--- src/rtl/ecc_front_pkg.sv ---
package ecc_front_pkg;
   // word offsets (byte address >> 2)
   localparam int W_CTL  = 0;
   localparam int W_DATA = 1;
   localparam int W_PAR  = 2;
   localparam int W_STAT = 5;
   localparam int W_IEN  = 6;
   localparam int W_ERR  = 7;

   // control bit positions
   localparam int CB_EN   = 0;
   localparam int CB_RST  = 1;
   localparam int CB_RS   = 2;
   localparam int CB_ENC  = 3;
   localparam int CB_PRDY = 4;
   localparam int CTL_W   = 5;

   // status bit positions
   localparam int SB_ERR = 0;
   localparam int SB_UNC = 1;
   localparam int SB_ENC = 2;
   localparam int SB_DEC = 3;
   localparam int SB_PAD = 4;
   localparam int FLAG_W = 5;

   localparam int LOC_LSB = 16;

   typedef enum logic [2:0] {
      SQ_IDLE, SQ_ENC, SQ_WAIT, SQ_DEC, SQ_DONE
   } seq_state_t;
endpackage

--- src/rtl/ecc_par_bank.sv ---
module ecc_par_bank #(
   parameter int NBYTES = 9,
   parameter int IDX_W  = 6,
   parameter int BASE   = 2,
   localparam int PBITS = NBYTES * 8
) (
   input  logic             clk,
   input  logic             rst_n,
   input  logic             clr,
   input  logic             wr_en,
   input  logic [IDX_W-1:0] wr_idx,
   input  logic [3:0]       wr_be,
   input  logic [31:0]      wr_data,
   input  logic             ld,
   input  logic [PBITS-1:0] ld_par,
   output logic [PBITS-1:0] par
);
   for (genvar k = 0; k < NBYTES; k++) begin : g_byte
      localparam int LANE = k % 4;
      localparam int WORD = BASE + k / 4;
      logic hit;
      assign hit = wr_en && (wr_idx == IDX_W'(WORD)) && wr_be[LANE];
      always_ff @(posedge clk) begin
         if (!rst_n)   par[k*8 +: 8] <= '0;
         else if (clr) par[k*8 +: 8] <= '0;
         else if (ld)  par[k*8 +: 8] <= ld_par[k*8 +: 8];
         else if (hit) par[k*8 +: 8] <= wr_data[LANE*8 +: 8];
      end
   end
endmodule

--- src/rtl/ecc_err_bank.sv ---
module ecc_err_bank #(
   parameter int NUM_ERR = 4,
   parameter int SYM_W   = 9,
   parameter int CNT_W   = 3
) (
   input  logic                     clk,
   input  logic                     rst_n,
   input  logic                     clr,
   input  logic                     ld,
   input  logic [CNT_W-1:0]         cnt,
   input  logic [NUM_ERR*SYM_W-1:0] idx_in,
   input  logic [NUM_ERR*SYM_W-1:0] msk_in,
   output logic [NUM_ERR*SYM_W-1:0] loc_q,
   output logic [NUM_ERR*SYM_W-1:0] msk_q
);
   for (genvar i = 0; i < NUM_ERR; i++) begin : g_ent
      logic used;
      assign used = int'(cnt) > i;
      always_ff @(posedge clk) begin
         if (!rst_n || clr) begin
            loc_q[i*SYM_W +: SYM_W] <= '0;
            msk_q[i*SYM_W +: SYM_W] <= '0;
         end else if (ld) begin
            loc_q[i*SYM_W +: SYM_W] <= used ? idx_in[i*SYM_W +: SYM_W] + SYM_W'(1) : '0;
            msk_q[i*SYM_W +: SYM_W] <= used ? msk_in[i*SYM_W +: SYM_W] : '0;
         end
      end
   end
endmodule

--- src/rtl/ecc_seq_fsm.sv ---
module ecc_seq_fsm
   import ecc_front_pkg::*;
(
   input  logic clk,
   input  logic rst_n,
   input  logic ctl_en,
   input  logic ctl_rst,
   input  logic ctl_enc,
   input  logic ctl_prdy,
   input  logic enc_done,
   input  logic dec_done,
   output logic start,
   output logic abort,
   output logic enc_acc,
   output logic dec_acc
);
   seq_state_t st_q, st_d;
   logic live, busy;

   assign live    = ctl_en && !ctl_rst;
   assign busy    = (st_q == SQ_ENC) || (st_q == SQ_WAIT) || (st_q == SQ_DEC);
   assign start   = live && (((st_q == SQ_IDLE) && ctl_enc) || ((st_q == SQ_WAIT) && ctl_prdy));
   assign abort   = !ctl_rst && !ctl_en && busy;
   assign enc_acc = live && (st_q == SQ_ENC) && enc_done;
   assign dec_acc = live && (st_q == SQ_DEC) && dec_done;

   always_comb begin
      st_d = st_q;
      if (ctl_rst || !ctl_en) st_d = SQ_IDLE;
      else begin
         case (st_q)
            SQ_IDLE: st_d = ctl_enc ? SQ_ENC : SQ_WAIT;
            SQ_WAIT: if (ctl_prdy) st_d = SQ_DEC;
            SQ_ENC:  if (enc_done) st_d = SQ_DONE;
            SQ_DEC:  if (dec_done) st_d = SQ_DONE;
            default: st_d = st_q;
         endcase
      end
   end

   always_ff @(posedge clk) begin
      if (!rst_n) st_q <= SQ_IDLE;
      else        st_q <= st_d;
   end
endmodule

--- src/rtl/ecc_stat_irq.sv ---
module ecc_stat_irq
   import ecc_front_pkg::*;
#(
   parameter int CNT_W   = 3,
   parameter bit IRQ_REG = 1'b0
) (
   input  logic              clk,
   input  logic              rst_n,
   input  logic              clr_wr,
   input  logic              enc_acc,
   input  logic              dec_acc,
   input  logic              uncor,
   input  logic [CNT_W-1:0]  cnt_in,
   input  logic              pad_acc,
   input  logic [FLAG_W-1:0] ien,
   output logic [FLAG_W-1:0] flags,
   output logic [CNT_W-1:0]  cnt_q,
   output logic              irq
);
   logic [FLAG_W-1:0] flags_d;
   logic [CNT_W-1:0]  cnt_d;

   always_comb begin
      flags_d = clr_wr ? '0 : flags;
      cnt_d   = clr_wr ? '0 : cnt_q;
      if (enc_acc) flags_d[SB_ENC] = 1'b1;
      if (dec_acc) begin
         flags_d[SB_DEC] = 1'b1;
         flags_d[SB_UNC] = uncor;
         flags_d[SB_ERR] = uncor || (cnt_in != '0);
         cnt_d           = uncor ? '0 : cnt_in;
      end
      if (pad_acc) flags_d[SB_PAD] = 1'b1;
   end

   always_ff @(posedge clk) begin
      if (!rst_n) begin
         flags <= '0;
         cnt_q <= '0;
      end else begin
         flags <= flags_d;
         cnt_q <= cnt_d;
      end
   end

   if (IRQ_REG) begin : g_irq_ff
      logic irq_q;
      always_ff @(posedge clk) begin
         if (!rst_n) irq_q <= 1'b0;
         else        irq_q <= |(flags_d & ien);
      end
      assign irq = irq_q;
   end else begin : g_irq_comb
      assign irq = |(flags & ien);
   end
endmodule

--- src/rtl/ecc_ctrl_front.sv ---
module ecc_ctrl_front
   import ecc_front_pkg::*;
#(
   parameter int ADDR_W  = 8,
   parameter int NBYTES  = 9,
   parameter int NUM_ERR = 4,
   parameter int SYM_W   = 9,
   parameter int CNT_W   = 3,
   parameter bit IRQ_REG = 1'b0,
   localparam int PBITS  = NBYTES * 8,
   localparam int EBITS  = NUM_ERR * SYM_W
) (
   input  logic              clk,
   input  logic              rst_n,
   input  logic              bus_en,
   input  logic              bus_we,
   input  logic [ADDR_W-1:0] bus_addr,
   input  logic [3:0]        bus_be,
   input  logic [31:0]       bus_wdata,
   output logic [31:0]       bus_rdata,
   output logic              irq,
   output logic              cdc_start,
   output logic              cdc_encode,
   output logic              cdc_rs,
   output logic              cdc_abort,
   output logic              cdc_clear,
   output logic [PBITS-1:0]  cdc_par_in,
   output logic              cdc_dat_vld,
   output logic [31:0]       cdc_dat,
   input  logic              cdc_enc_done,
   input  logic [PBITS-1:0]  cdc_enc_par,
   input  logic              cdc_dec_done,
   input  logic              cdc_uncor,
   input  logic [CNT_W-1:0]  cdc_err_cnt,
   input  logic [EBITS-1:0]  cdc_err_idx,
   input  logic [EBITS-1:0]  cdc_err_msk,
   input  logic              cdc_pad_done
);
   localparam int IDX_W     = ADDR_W - 2;
   localparam int PAR_WORDS = (NBYTES + 3) / 4;

   if (PAR_WORDS > W_STAT - W_PAR) begin : g_bad_par
      $error("parity bank overlaps the status word");
   end
   if (NUM_ERR > (1 << CNT_W) - 1) begin : g_bad_cnt
      $error("error count field too narrow for report bank");
   end
   if (W_ERR + NUM_ERR > (1 << IDX_W)) begin : g_bad_addr
      $error("address width too small for report bank");
   end
   if (SYM_W > LOC_LSB || CNT_W > 27) begin : g_bad_fld
      $error("field widths do not fit the register layout");
   end

   logic [IDX_W-1:0]  widx;
   logic              wr, ctl_wr, ien_wr, stat_zero_wr, par_wr;
   logic [CTL_W-1:0]  ctl_q;
   logic [FLAG_W-1:0] ien_q;
   logic [FLAG_W-1:0] stat_flags;
   logic [CNT_W-1:0]  stat_cnt;
   logic              enc_acc, dec_acc;
   logic [EBITS-1:0]  err_loc, err_msk;
   logic              addr_lsb_unused;

   assign addr_lsb_unused = ^bus_addr[1:0];
   assign widx         = bus_addr[ADDR_W-1:2];
   assign wr           = bus_en && bus_we;
   assign ctl_wr       = wr && (widx == IDX_W'(W_CTL)) && bus_be[0];
   assign ien_wr       = wr && (widx == IDX_W'(W_IEN)) && bus_be[0];
   assign stat_zero_wr = wr && (widx == IDX_W'(W_STAT)) && (|bus_be) && (bus_wdata == '0);
   assign par_wr       = wr;

   always_ff @(posedge clk) begin
      if (!rst_n) begin
         ctl_q <= '0;
      end else if (ctl_wr) begin
         ctl_q <= bus_wdata[CTL_W-1:0];
      end else if (ctl_q[CB_RST]) begin
         ctl_q[CB_RST]  <= 1'b0;
         ctl_q[CB_PRDY] <= 1'b0;
      end
   end

   always_ff @(posedge clk) begin
      if (!rst_n)      ien_q <= '0;
      else if (ien_wr) ien_q <= bus_wdata[FLAG_W-1:0];
   end

   assign cdc_clear   = ctl_q[CB_RST];
   assign cdc_encode  = ctl_q[CB_ENC];
   assign cdc_rs      = ctl_q[CB_RS];
   assign cdc_dat_vld = wr && (widx == IDX_W'(W_DATA)) && (bus_be == 4'hF);
   assign cdc_dat     = bus_wdata;

   ecc_seq_fsm u_seq (
      .clk      (clk),
      .rst_n    (rst_n),
      .ctl_en   (ctl_q[CB_EN]),
      .ctl_rst  (ctl_q[CB_RST]),
      .ctl_enc  (ctl_q[CB_ENC]),
      .ctl_prdy (ctl_q[CB_PRDY]),
      .enc_done (cdc_enc_done),
      .dec_done (cdc_dec_done),
      .start    (cdc_start),
      .abort    (cdc_abort),
      .enc_acc  (enc_acc),
      .dec_acc  (dec_acc)
   );

   ecc_par_bank #(.NBYTES(NBYTES), .IDX_W(IDX_W), .BASE(W_PAR)) u_par (
      .clk     (clk),
      .rst_n   (rst_n),
      .clr     (ctl_q[CB_RST]),
      .wr_en   (par_wr),
      .wr_idx  (widx),
      .wr_be   (bus_be),
      .wr_data (bus_wdata),
      .ld      (enc_acc),
      .ld_par  (cdc_enc_par),
      .par     (cdc_par_in)
   );

   ecc_err_bank #(.NUM_ERR(NUM_ERR), .SYM_W(SYM_W), .CNT_W(CNT_W)) u_err (
      .clk    (clk),
      .rst_n  (rst_n),
      .clr    (ctl_q[CB_RST]),
      .ld     (dec_acc && !cdc_uncor),
      .cnt    (cdc_err_cnt),
      .idx_in (cdc_err_idx),
      .msk_in (cdc_err_msk),
      .loc_q  (err_loc),
      .msk_q  (err_msk)
   );

   ecc_stat_irq #(.CNT_W(CNT_W), .IRQ_REG(IRQ_REG)) u_stat (
      .clk     (clk),
      .rst_n   (rst_n),
      .clr_wr  (stat_zero_wr),
      .enc_acc (enc_acc),
      .dec_acc (dec_acc),
      .uncor   (cdc_uncor),
      .cnt_in  (cdc_err_cnt),
      .pad_acc (cdc_pad_done && ctl_q[CB_EN]),
      .ien     (ien_q),
      .flags   (stat_flags),
      .cnt_q   (stat_cnt),
      .irq     (irq)
   );

   // read views
   logic [31:0] par_rd [PAR_WORDS];
   logic [31:0] err_rd [NUM_ERR];

   for (genvar w = 0; w < PAR_WORDS; w++) begin : g_pword
      for (genvar l = 0; l < 4; l++) begin : g_lane
         if (w * 4 + l < NBYTES) begin : g_live
            assign par_rd[w][l*8 +: 8] = cdc_par_in[(w*4+l)*8 +: 8];
         end else begin : g_pad
            assign par_rd[w][l*8 +: 8] = 8'h00;
         end
      end
   end

   for (genvar i = 0; i < NUM_ERR; i++) begin : g_eword
      assign err_rd[i] = (32'(err_loc[i*SYM_W +: SYM_W]) << LOC_LSB)
                       | 32'(err_msk[i*SYM_W +: SYM_W]);
   end

   always_comb begin
      bus_rdata = '0;
      if (widx == IDX_W'(W_CTL)) bus_rdata[CTL_W-1:0] = ctl_q;
      if (widx == IDX_W'(W_IEN)) bus_rdata[FLAG_W-1:0] = ien_q;
      if (widx == IDX_W'(W_STAT)) begin
         bus_rdata[FLAG_W-1:0] = stat_flags;
         bus_rdata[31 -: CNT_W] = stat_cnt;
      end
      for (int w = 0; w < PAR_WORDS; w++)
         if (widx == IDX_W'(W_PAR + w)) bus_rdata = par_rd[w];
      for (int i = 0; i < NUM_ERR; i++)
         if (widx == IDX_W'(W_ERR + i)) bus_rdata = err_rd[i];
   end
endmodule

--- config.mk ---
export PLATFORM = sky130hd
export DESIGN_NAME = ecc_ctrl_front
export DESIGN_NICKNAME = d
export VERILOG_FILES = /design/src/rtl/ecc_front_pkg.sv /design/src/rtl/ecc_par_bank.sv /design/src/rtl/ecc_err_bank.sv /design/src/rtl/ecc_seq_fsm.sv /design/src/rtl/ecc_stat_irq.sv /design/src/rtl/ecc_ctrl_front.sv
export SDC_FILE = /design/constraint.sdc
export NUM_CORES = 1
export LEC_CHECK = 0
export BUFFER_PORTS_ARGS = -buffer_cell sky130_fd_sc_hd__buf_4
export CAP_MARGIN = 5
export CORE_MARGIN = 4
export CORE_UTILIZATION = 25
export CTS_BUF_LIST = sky130_fd_sc_hd__clkbuf_4
export CTS_CLUSTER_DIAMETER = 150
export DETAILED_ROUTE_END_ITERATION = 10
export GPL_TIMING_DRIVEN = 0
export PLACE_DENSITY_LB_ADDON = 0.08
export SYNTH_ARGS = -nofsm -noshare
export SYNTH_HDL_FRONTEND = slang
export SYNTH_SLANG_ARGS = --single-unit
export TNS_END_PERCENT = 10
--- constraint.sdc ---
create_clock -name clk -period 2.2 [get_ports clk]
set_clock_uncertainty 0.05 [all_clocks]
set_input_delay 0.11 -clock clk [delete_from_list [all_inputs] [get_ports clk]]
set_output_delay 0.11 -clock clk [all_outputs]
set_load 0.05 [all_outputs]
==> flow_summary.ini, run 1 <==
[run_status]
status = complete, but fails checks
violations = setup timing

[layout]
final_cell_area_um2 = 14500
final_util_pct = 42.8
final_nets = 1872
instances_no_fill = 2133
mostFrequentLayoutCell = buf_4
final_cell_mix = buf_4 (385), dlygate4sd3_1 (207), nand2_1 (177)
drive_gt1_share_pct = 31.0
area_growth_pct = 67.2
ff_latch_area_um2 = 3320
fillers = 3527
multi_input_area_um2 = 4840

[critical_path]
worstReg2RegStart = u_seq.st_q[0]$_SDFFE_PP0P_
cp.arrival_ns = 2.21
setup.worst_path.end_class = primary output
rrSetupSlack_ns = -0.02
worstPathRequired_ns = 2.04
path_class = reg2out
path_max_fanout = 3
setup.worst_path.start_class = flop
reg2regPathDepth = 6
r2r-end = u_err.loc_q[17]$_SDFFE_PP0P_

[global_route]
track_usage_pct = 23.9
grt_pass1_wl_um = 69300
first_global_vias = 10898
grt_antenna_before_repair = 1
grt_start_max_net_pins = 19
grt_remaining_overflow = 0

[placement]
place_area_um2 = 11800
io_buffers = 339
gp_congestion = 0.865
place_inst = 1880
dpl.hpwl_um = 36800

[synth]
syn_nets = 1296
synth_edf_count = 0
synthFlopType = dfxtp_1
yosys_warnings = 0
synth_top_area_share_pct = 38.1
synth_top_cells_by_area = dfxtp_1 (38%), nand2_1 (7.7%), a21oi_1 (5.1%)
ys_seq_area_share_pct = 38.1
syn_area_per_cell_um2 = 7.93
synth_seq_cells = 165
mappedNetlistArea_um2 = 8670
synth_largest_area_cell = dfxtp_1
synthArstFlopShare_pct = 0
syn-instance-count = 1093
synth.distinct_cells = 61

[cts]
cts_buffers = 17
clk_pin_slew_ns = 0.17
cts_tree = done
cts_max_path_buffers = 2
cts_max_level = 4
cts.sinks = 165
clock_latency_ns = 0.61
root_buffer = clkbuf_4

[pwr]
peakVddDrop_mv = 0.248
switching_share_pct = 33.0
switchingPower_mw = 2.05
power_frac_clock_pct = 31.1
p_per_area_nw_per_um2 = 430
combPwrFrac_pct = 20.9
seqPwrFrac_pct = 48.1
total_power_mw = 6.23
power.internal_mw = 4.18
leakagePower_nw = 6.14

[worst_hold_path]
hp-class = in2reg
hold-path-cell-count = 5
hp-start = bus_en
hold-path-endpoint = u_par.par[6]$_SDFFE_PP0P_

[routing]
drt_iter0_drc = 758
final_antenna_net_count = 0
vias = 10924
vias_per_cell = 5.12
drt-total-wl_um = 47700
drt_pass1_iterations = 6
drc_errors = 0
wl_per_cell_um = 22.3

[floorplanning]
die-area_um2 = 37700
die_width_um = 194
rows = 67
die_h_um = 194
core_area_um2 = 33900
boundaryPins = 342
initial_utilization_pct = 25.6

[timing]
fin_crit_sh_pct = 108
finalHoldViolCount = 0
final_max_slew_viol_count = 0
worst_slew_pin_slew_ns = 0.903
final-setup-viol-count = 4
grt_setup_unrepaired = yes
finalWorstSetupSlack_ns = -0.167
fmax_mhz = 423
fin_crit_ns = 2.37
slew_headroom_pct = 39.4

[job]
maxCapViolations = 0
state kept, by name, indices dropped and copies added, names as in the netlist:
register / cells
ctl_q: 5
ien_q: 5
u_err.loc_q: 36
u_err.msk_q: 36
u_par.par: 72
u_seq.st_q: 3
u_stat.cnt_q: 3
u_stat.flags: 5
critical path: stages (launching register included):
cell and delay, ns:
dfxtp_2 0.38, a222oi_1 0.71, a31oi_1 0.25, buf_4 0.26
area by class of cell:
class / count / share of cell area, %
tap: 448 / 3.87
multi-input combinational: 791 / 33.4
clock inverter: 15 / 1.10
clock buffer: 17 / 0.881
sequential: 165 / 22.9
timing repair buffer: 559 / 32.8
antenna: 3 / 0.0518
buffer: 123 / 4.71
inverter: 12 / 0.311
through the flow:
stage	setup WS, ns	hold slack, ns	TNS [ns]
finish	-0.167	0.0688	-0.238
detailed placement	-0.606	0.337	-61.91
CTS	-0.0621	0.0126	-0.145
floorplan	-0.252	0.174	-2.18
global route	-0.100	0.0513	-3.27
global placement	-0.660	0.329	-61.89
worst max-delay path by stage:
stage,startpoint,end,slack [ns],depth (start not counted)
after floorplan,bus_addr[7],bus_rdata[3],-0.25,4
after global placement,bus_addr[7],bus_rdata[1],-0.66,7
after detailed placement,bus_addr[7],bus_rdata[1],-0.61,7
after CTS,u_par.par[4]$_SDFFE_PP0P_,bus_rdata[4],-0.06,5
after global routing,u_seq.st_q[0]$_SDFFE_PP0P_,u_par.par[16]$_SDFFE_PP0P_,-0.10,8
final,u_par.par[40]$_SDFFE_PP0P_,bus_rdata[8],-0.17,3
cell usage after synthesis, drive strengths merged, types with 11 or more instances:
| cell | instances |
|---|---|
| o22ai | 19 |
| xnor2 | 15 |
| nand2 | 177 |
| a21oi | 89 |
| a22o | 11 |
| inv | 12 |
| buf | 58 |
| xor2 | 13 |
| nor2 | 40 |
| nor4 | 12 |
| a31oi | 64 |
| nand3 | 85 |
| a22oi | 19 |
| and3 | 13 |
| o31ai | 54 |
| clkbuf | 67 |
| o21ai | 35 |
| dfxtp | 165 |
| mux2i | 34 |
| nor3 | 11 |
logic make-up after synthesis:
logic type	share of synthesized area, %
AO/OA/AOI/OAI	25.0
XOR/XNOR	2.83
adder cells (fa/ha/maj)	0.578
buffers and inverters	7.65
flip-flops	38.1
multiplexers	4.06
AND/OR/NAND/NOR	21.8
metal layers:
| metal | vias to the layer above | share of wire, % | wire, um | GRT usage (%) |
|---|---|---|---|---|
| li1 | 5173 | - | - | - |
| met1 | 5253 | 44 | 20900 | 31.7 |
| met2 | 442 | 48 | 22800 | 40.3 |
| met3 | 56 | 5.9 | 2800 | 3.67 |
| met4 | 0 | 2.5 | 1180 | 6.88 |
| met5 | - | 0 | 0 | 0 |
power groups by stage:
stage | clock [mW] | combinational [mW] | sequential (mW)
5_1_grt | 2.09 | 1.37 | 3.00
3_3_place_gp | 0 | 0.962 | 3.06
2_1_floorplan | 0 | 0.400 | 3.07
3_5_place_dp | 0 | 0.961 | 3.06
4_1_cts | 1.97 | 1.29 | 3.00
6_report | 1.93 | 1.30 | 2.99
timing repair:
action / in CTS / in global routing
pin swaps: 10 / 4
setup buffers: 10 / 3
endpoints found under the setup margin: 183 / 122
hold buffers: 207 / 0
resized for setup: 64 / 29
hold endpoints to repair: 162 / 0
Note: power is estimated with default switching activity, not from simulation.
==> run 2, diff against run 1 <==
- ABC_CLOCK_PERIOD_IN_PS: not set -> 2200
- PLACE_DENSITY: not set -> 0.49
- PLACE_DENSITY_LB_ADDON: 0.08 -> not set
==> run 2 against run 1 <==
Net effect:
- the run still ends with setup timing left
- non-clock buffer count fell by 4
- core utilization fell by 0.074 points
- sequential share of layout area barely moved
- final cell count fell by 0.33%
- register-to-register slack improved by 0.12 ns
- clock power fell by 5%
- highest routed layer unchanged
==> flow_summary.ini, run 2 (same netlist as run 1, synthesis figures left out) <==
[run_status]
status = complete, but fails checks
violations = setup timing

[routing]
drt_pass1_iterations = 6
vias_per_cell = 5.13
drt-total-wl_um = 47400
drt_iter0_drc = 730
vias = 10899
wl_per_cell_um = 22.3
final_antenna_net_count = 0
drc_errors = 0

[floorplanning]
core_area_um2 = 33900
boundaryPins = 342
die-area_um2 = 37700
die_h_um = 194
rows = 67
initial_utilization_pct = 25.6
die_width_um = 194

[worst_hold_path]
hold-path-endpoint = u_stat.flags[0]$_SDFFE_PN0P_
hp-start = bus_wdata[20]
hold-path-cell-count = 5
hp-class = in2reg

[critical_path]
path_class = in2out
setup.worst_path.start_class = primary input
rrSetupSlack_ns = 0.10
worstReg2RegStart = ctl_q[1]$_SDFF_PN0_
reg2regPathDepth = 5
cp.arrival_ns = 2.11
path_max_fanout = 10
setup.worst_path.end_class = primary output
worstPathRequired_ns = 2.04
r2r-end = u_err.msk_q[1]$_SDFFE_PP0P_

[timing]
worst_slew_pin_slew_ns = 0.983
final-setup-viol-count = 1
finalWorstSetupSlack_ns = -0.0720
finalHoldViolCount = 0
fin_crit_sh_pct = 103
fin_crit_ns = 2.27
slew_headroom_pct = 34.0
final_max_slew_viol_count = 0
grt_setup_unrepaired = yes
tns_ns = -0.0720
fmax_mhz = 440

[layout]
mostFrequentLayoutCell = buf_4
drive_gt1_share_pct = 31.2
area_growth_pct = 66.9
fillers = 3500
top_regs = u_par.par x72, u_err.loc_q x36, u_err.msk_q x36
final_nets = 1868
final_cell_mix = buf_4 (384), dlygate4sd3_1 (204), nand2_1 (177)
final_util_pct = 42.7
regMostFlops = u_par.par
instances_no_fill = 2126
largest_reg_flops = 72

[pwr]
peakVddDrop_mv = 0.351
seqPwrFrac_pct = 48.9
leakagePower_nw = 6.12
p_per_area_nw_per_um2 = 423
switchingPower_mw = 1.97
combPwrFrac_pct = 21.1
power_frac_clock_pct = 30.0
switching_share_pct = 32.2
power.internal_mw = 4.15

[global_route]
grt_start_max_net_pins = 18
first_global_vias = 11125
track_usage_pct = 24.0
grt_remaining_overflow = 0
grt_pass1_wl_um = 70100
grt_antenna_before_repair = 1

[cts]
cts.sinks = 165
cts_max_path_buffers = 2
root_buffer = clkbuf_4
cts_buffers = 17
clk_pin_slew_ns = 0.15
cts_max_level = 4
cts_tree = done
clock_latency_ns = 0.61

[placement]
gp_congestion = 0.921
dpl.hpwl_um = 37100
io_buffers = 339
place_inst = 1880

[job]
maxCapViolations = 0
run 2: cell types whose count changed in the layout (fill, tap and decap cells not counted), moves of 2 or more:
cell / change
a21oi_1: +2
a21oi_2: -2
a31oi_1: -3
a31oi_2: +3
clkbuf_1: -2
clkbuf_2: -2
clkbuf_4: +4
clkinv_8: -2
clkinvlp_4: +2
diode_2: -2
dlygate4sd3_1: -3
nor2_2: -2
run 2: through the flow:
step	setup slack, ns	hold WS (ns)	instance area, um2	power (mW)
finish	-0.0720	0.0320	14500	6.13
global route	-0.124	0.0104	14500	6.35
CTS	-0.0350	0.0197	14400	6.16
detailed placement	-0.769	0.319	11800	4.01
global placement	-0.769	0.311	11800	4.01
floorplan	-0.252	0.174	8670	3.47
run 2: area by class of cell:
type / count / area, um2 / area share (%)
diodes: 1 / 2.50 / 0.0173
plain buffers: 123 / 694 / 4.80
clock buffers: 17 / 128 / 0.882
clock inverters: 14 / 139 / 0.960
inverters: 12 / 45.0 / 0.311
multi-input cells: 791 / 4870 / 33.7
flip-flops and latches: 165 / 3320 / 22.9
well taps: 448 / 561 / 3.87
repair buffers: 555 / 4710 / 32.6
run 2: power groups by stage:
stage	registers [mW]	clock network [mW]	logic [mW]
5_1_grt	3.00	1.99	1.36
3_3_place_gp	3.06	0	0.951
6_report	3.00	1.84	1.29
2_1_floorplan	3.07	0	0.400
3_5_place_dp	3.06	0	0.952
4_1_cts	3.00	1.88	1.28
run 2: repair_timing:
item	4_1_cts	5_1_grt
setup buffers	10	2
hold buffers	204	0
pin swaps	10	4
hold endpoints to repair	162	0
setup endpoints to repair	182	122
resized for setup	69	39
run 2: routing by layer:
metal  track usage (%)  vias to the layer above  share of wire [%]
met4              7.47                        0                3.0
met2              40.8                      454                 48
met5                 0                        -                  0
met3              5.30                       72                7.1
met1              30.4                     5219                 42
li1                  -                     5154                  -
run 2: worst max path at each step:
stage / slack [ns] / from / end
after floorplan: -0.25 / bus_addr[7] / bus_rdata[3]
after global routing: -0.12 / u_par.par[40]$_SDFFE_PP0P_ / bus_rdata[8]
after detailed placement: -0.77 / bus_addr[7] / bus_rdata[1]
final: -0.07 / bus_addr[2] / bus_rdata[8]
after CTS: -0.04 / u_par.par[52]$_SDFFE_PP0P_ / bus_rdata[20]
after global placement: -0.77 / bus_addr[7] / bus_rdata[1]
run 2: critical path, cell delays in order:
cell and delay, ns:
buf_4 0.13, buf_2 0.27, nand2b_1 0.33, nor2_4 0.08
buf_4 0.17, a222oi_1 0.53, a31oi_1 0.24, buf_4 0.24
==> run 3, diff against run 2 <==
- REMOVE_ABC_BUFFERS: not set -> 1
==> run 3 against run 2 <==
Net effect:
- the flow still finishes with violations (setup timing)
- clock-buffer cell count did not move
- die area did not move
- combinational power barely moved
- largest power group unchanged
- worst hold slack improved by 0.0066 ns
- non-clock buffer count fell by 94
- total power fell by 1.4%
- sequential power barely moved
- clock power fell by 3%
- critical path depth fell by 3
- critical path type is now reg2out
==> flow_summary.ini, run 3 (same netlist as run 1, synthesis figures left out) <==
[run_status]
status = complete, but fails checks
violations = setup timing

[placement]
place_area_um2 = 11400
io_buffers = 339
dpl.hpwl_um = 29900
gp_congestion = 0.886
place_inst = 1763

[timing]
slew_headroom_pct = 50.0
finalHoldViolCount = 0
fin_crit_ns = 2.24
worst_slew_pin_slew_ns = 0.750
fmax_mhz = 446
grt_setup_unrepaired = yes
fin_crit_sh_pct = 102
final-setup-viol-count = 3
tns_ns = -0.0790
finalHoldWorstSlack_ns = 0.0386
finalWorstSetupSlack_ns = -0.0398
final_max_slew_viol_count = 0

[floorplanning]
die-area_um2 = 37700
die_width_um = 194
initial_utilization_pct = 25.6
boundaryPins = 342
die_h_um = 194
rows = 67
core_area_um2 = 33900

[layout]
final_nets = 1781
final_cell_mix = buf_4 (358), dlygate4sd3_1 (208), nand2_1 (173)
fillers = 3431
top_regs = u_par.par x72, u_err.loc_q x36, u_err.msk_q x36
final_cell_area_um2 = 14300
instances_no_fill = 2041
regMostFlops = u_par.par
drive_gt1_share_pct = 29.9
mostFrequentLayoutCell = buf_4
largest_reg_flops = 72
area_growth_pct = 64.8

[cts]
clk_pin_slew_ns = 0.16
cts.sinks = 165
clock_latency_ns = 0.58
cts_tree = done
cts_max_level = 4
cts_buffers = 17
cts_max_path_buffers = 2
root_buffer = clkbuf_4

[job]
maxCapViolations = 0

[worst_hold_path]
hold-path-cell-count = 5
hp-start = bus_wdata[22]
hold-path-endpoint = u_stat.flags[0]$_SDFFE_PN0P_
hp-class = in2reg

[critical_path]
rrSetupSlack_ns = 0.03
path_class = reg2out
reg2regPathDepth = 4
path_max_fanout = 3
r2r-end = u_err.loc_q[21]$_SDFFE_PP0P_
worstPathRequired_ns = 2.04
cp.arrival_ns = 2.08
cp-startpoint = u_stat.flags[4]$_SDFFE_PN0P_
setup.worst_path.end_class = primary output
worstReg2RegStart = ctl_q[1]$_SDFF_PN0_
setup.worst_path.start_class = flop

[routing]
wl_per_cell_um = 21.8
vias_per_cell = 5.17
drt-total-wl_um = 44400
vias = 10553
drc_errors = 0
drt_pass1_iterations = 5
drt_iter0_drc = 743
final_antenna_net_count = 0

[pwr]
p_per_area_nw_per_um2 = 423
peakVddDrop_mv = 0.252
leakagePower_nw = 5.90

[global_route]
first_global_vias = 10532
grt_start_max_net_pins = 47
grt_pass1_wl_um = 66600
track_usage_pct = 22.4
grt_remaining_overflow = 0
grt_antenna_before_repair = 2
## run 3: worst max path at each step
| stage | endpoint | slack (ns) | cells after the start |
|---|---|---|---|
| after floorplan | u_par.par[15]$_SDFFE_PP0P_ | -2.63 | 4 |
| after global placement | u_err.loc_q[8]$_SDFFE_PP0P_ | -4.80 | 5 |
| after detailed placement | bus_rdata[7] | -0.90 | 6 |
| after CTS | bus_rdata[8] | -0.14 | 3 |
| after global routing | bus_rdata[8] | -0.18 | 3 |
| final | bus_rdata[4] | -0.04 | 5 |
## run 3: timing repair
| item | CTS | global route |
|---|---|---|
| hold buffers | 208 | 0 |
| pin swaps | 17 | 10 |
| resized for setup | 43 | 19 |
| cloned | 6 | 1 |
| buffers inserted | 27 | 2 |
| endpoints found under the hold margin | 162 | 0 |
| setup endpoints to repair | 169 | 50 |
## run 3: metrics by stage
stage               utilization (%)  power [mW]  setup slack [ns]
floorplan                         -        3.28             -2.63
global placement               32.9        3.95             -4.80
detailed placement             33.6        3.96            -0.895
CTS                            41.9        6.09            -0.136
global route                   42.2        6.30            -0.179
finish                         42.2        6.04           -0.0398
## run 3: critical path, stage by stage (launching register included)
cell and delay (ns):
dfxtp_2 0.37, o211a_1 0.21, a211o_1 0.26, a32oi_2 0.33
o22ai_2 0.15, buf_6 0.18
## run 3: where the power goes
part	internal [mW]	switching (mW)
registers	2.99	0.00287
clock network	0.477	1.30
logic	0.636	0.629
total	4.11	1.93
## run 3: layout make-up
class	count	area [um2]	area share [%]
inverter	12	45.0	0.315
multi-input combinational	798	4990	34.9
clock inverter	15	123	0.859
antenna	2	5.00	0.0350
tap	448	561	3.93
clock buffer	17	128	0.894
sequential	165	3320	23.2
timing repair buffer	584	5110	35.8
## run 3: metal layers
metal | share of wire [%] | routed length (um) | GRT usage [%] | vias to the layer above
met2 | 48 | 21100 | 38.0 | 425
met1 | 44 | 19800 | 29.8 | 5091
met5 | 0 | 0 | 0 | -
li1 | - | - | - | 4992
met4 | 2.2 | 979 | 6.07 | 0
met3 | 5.8 | 2560 | 3.51 | 45
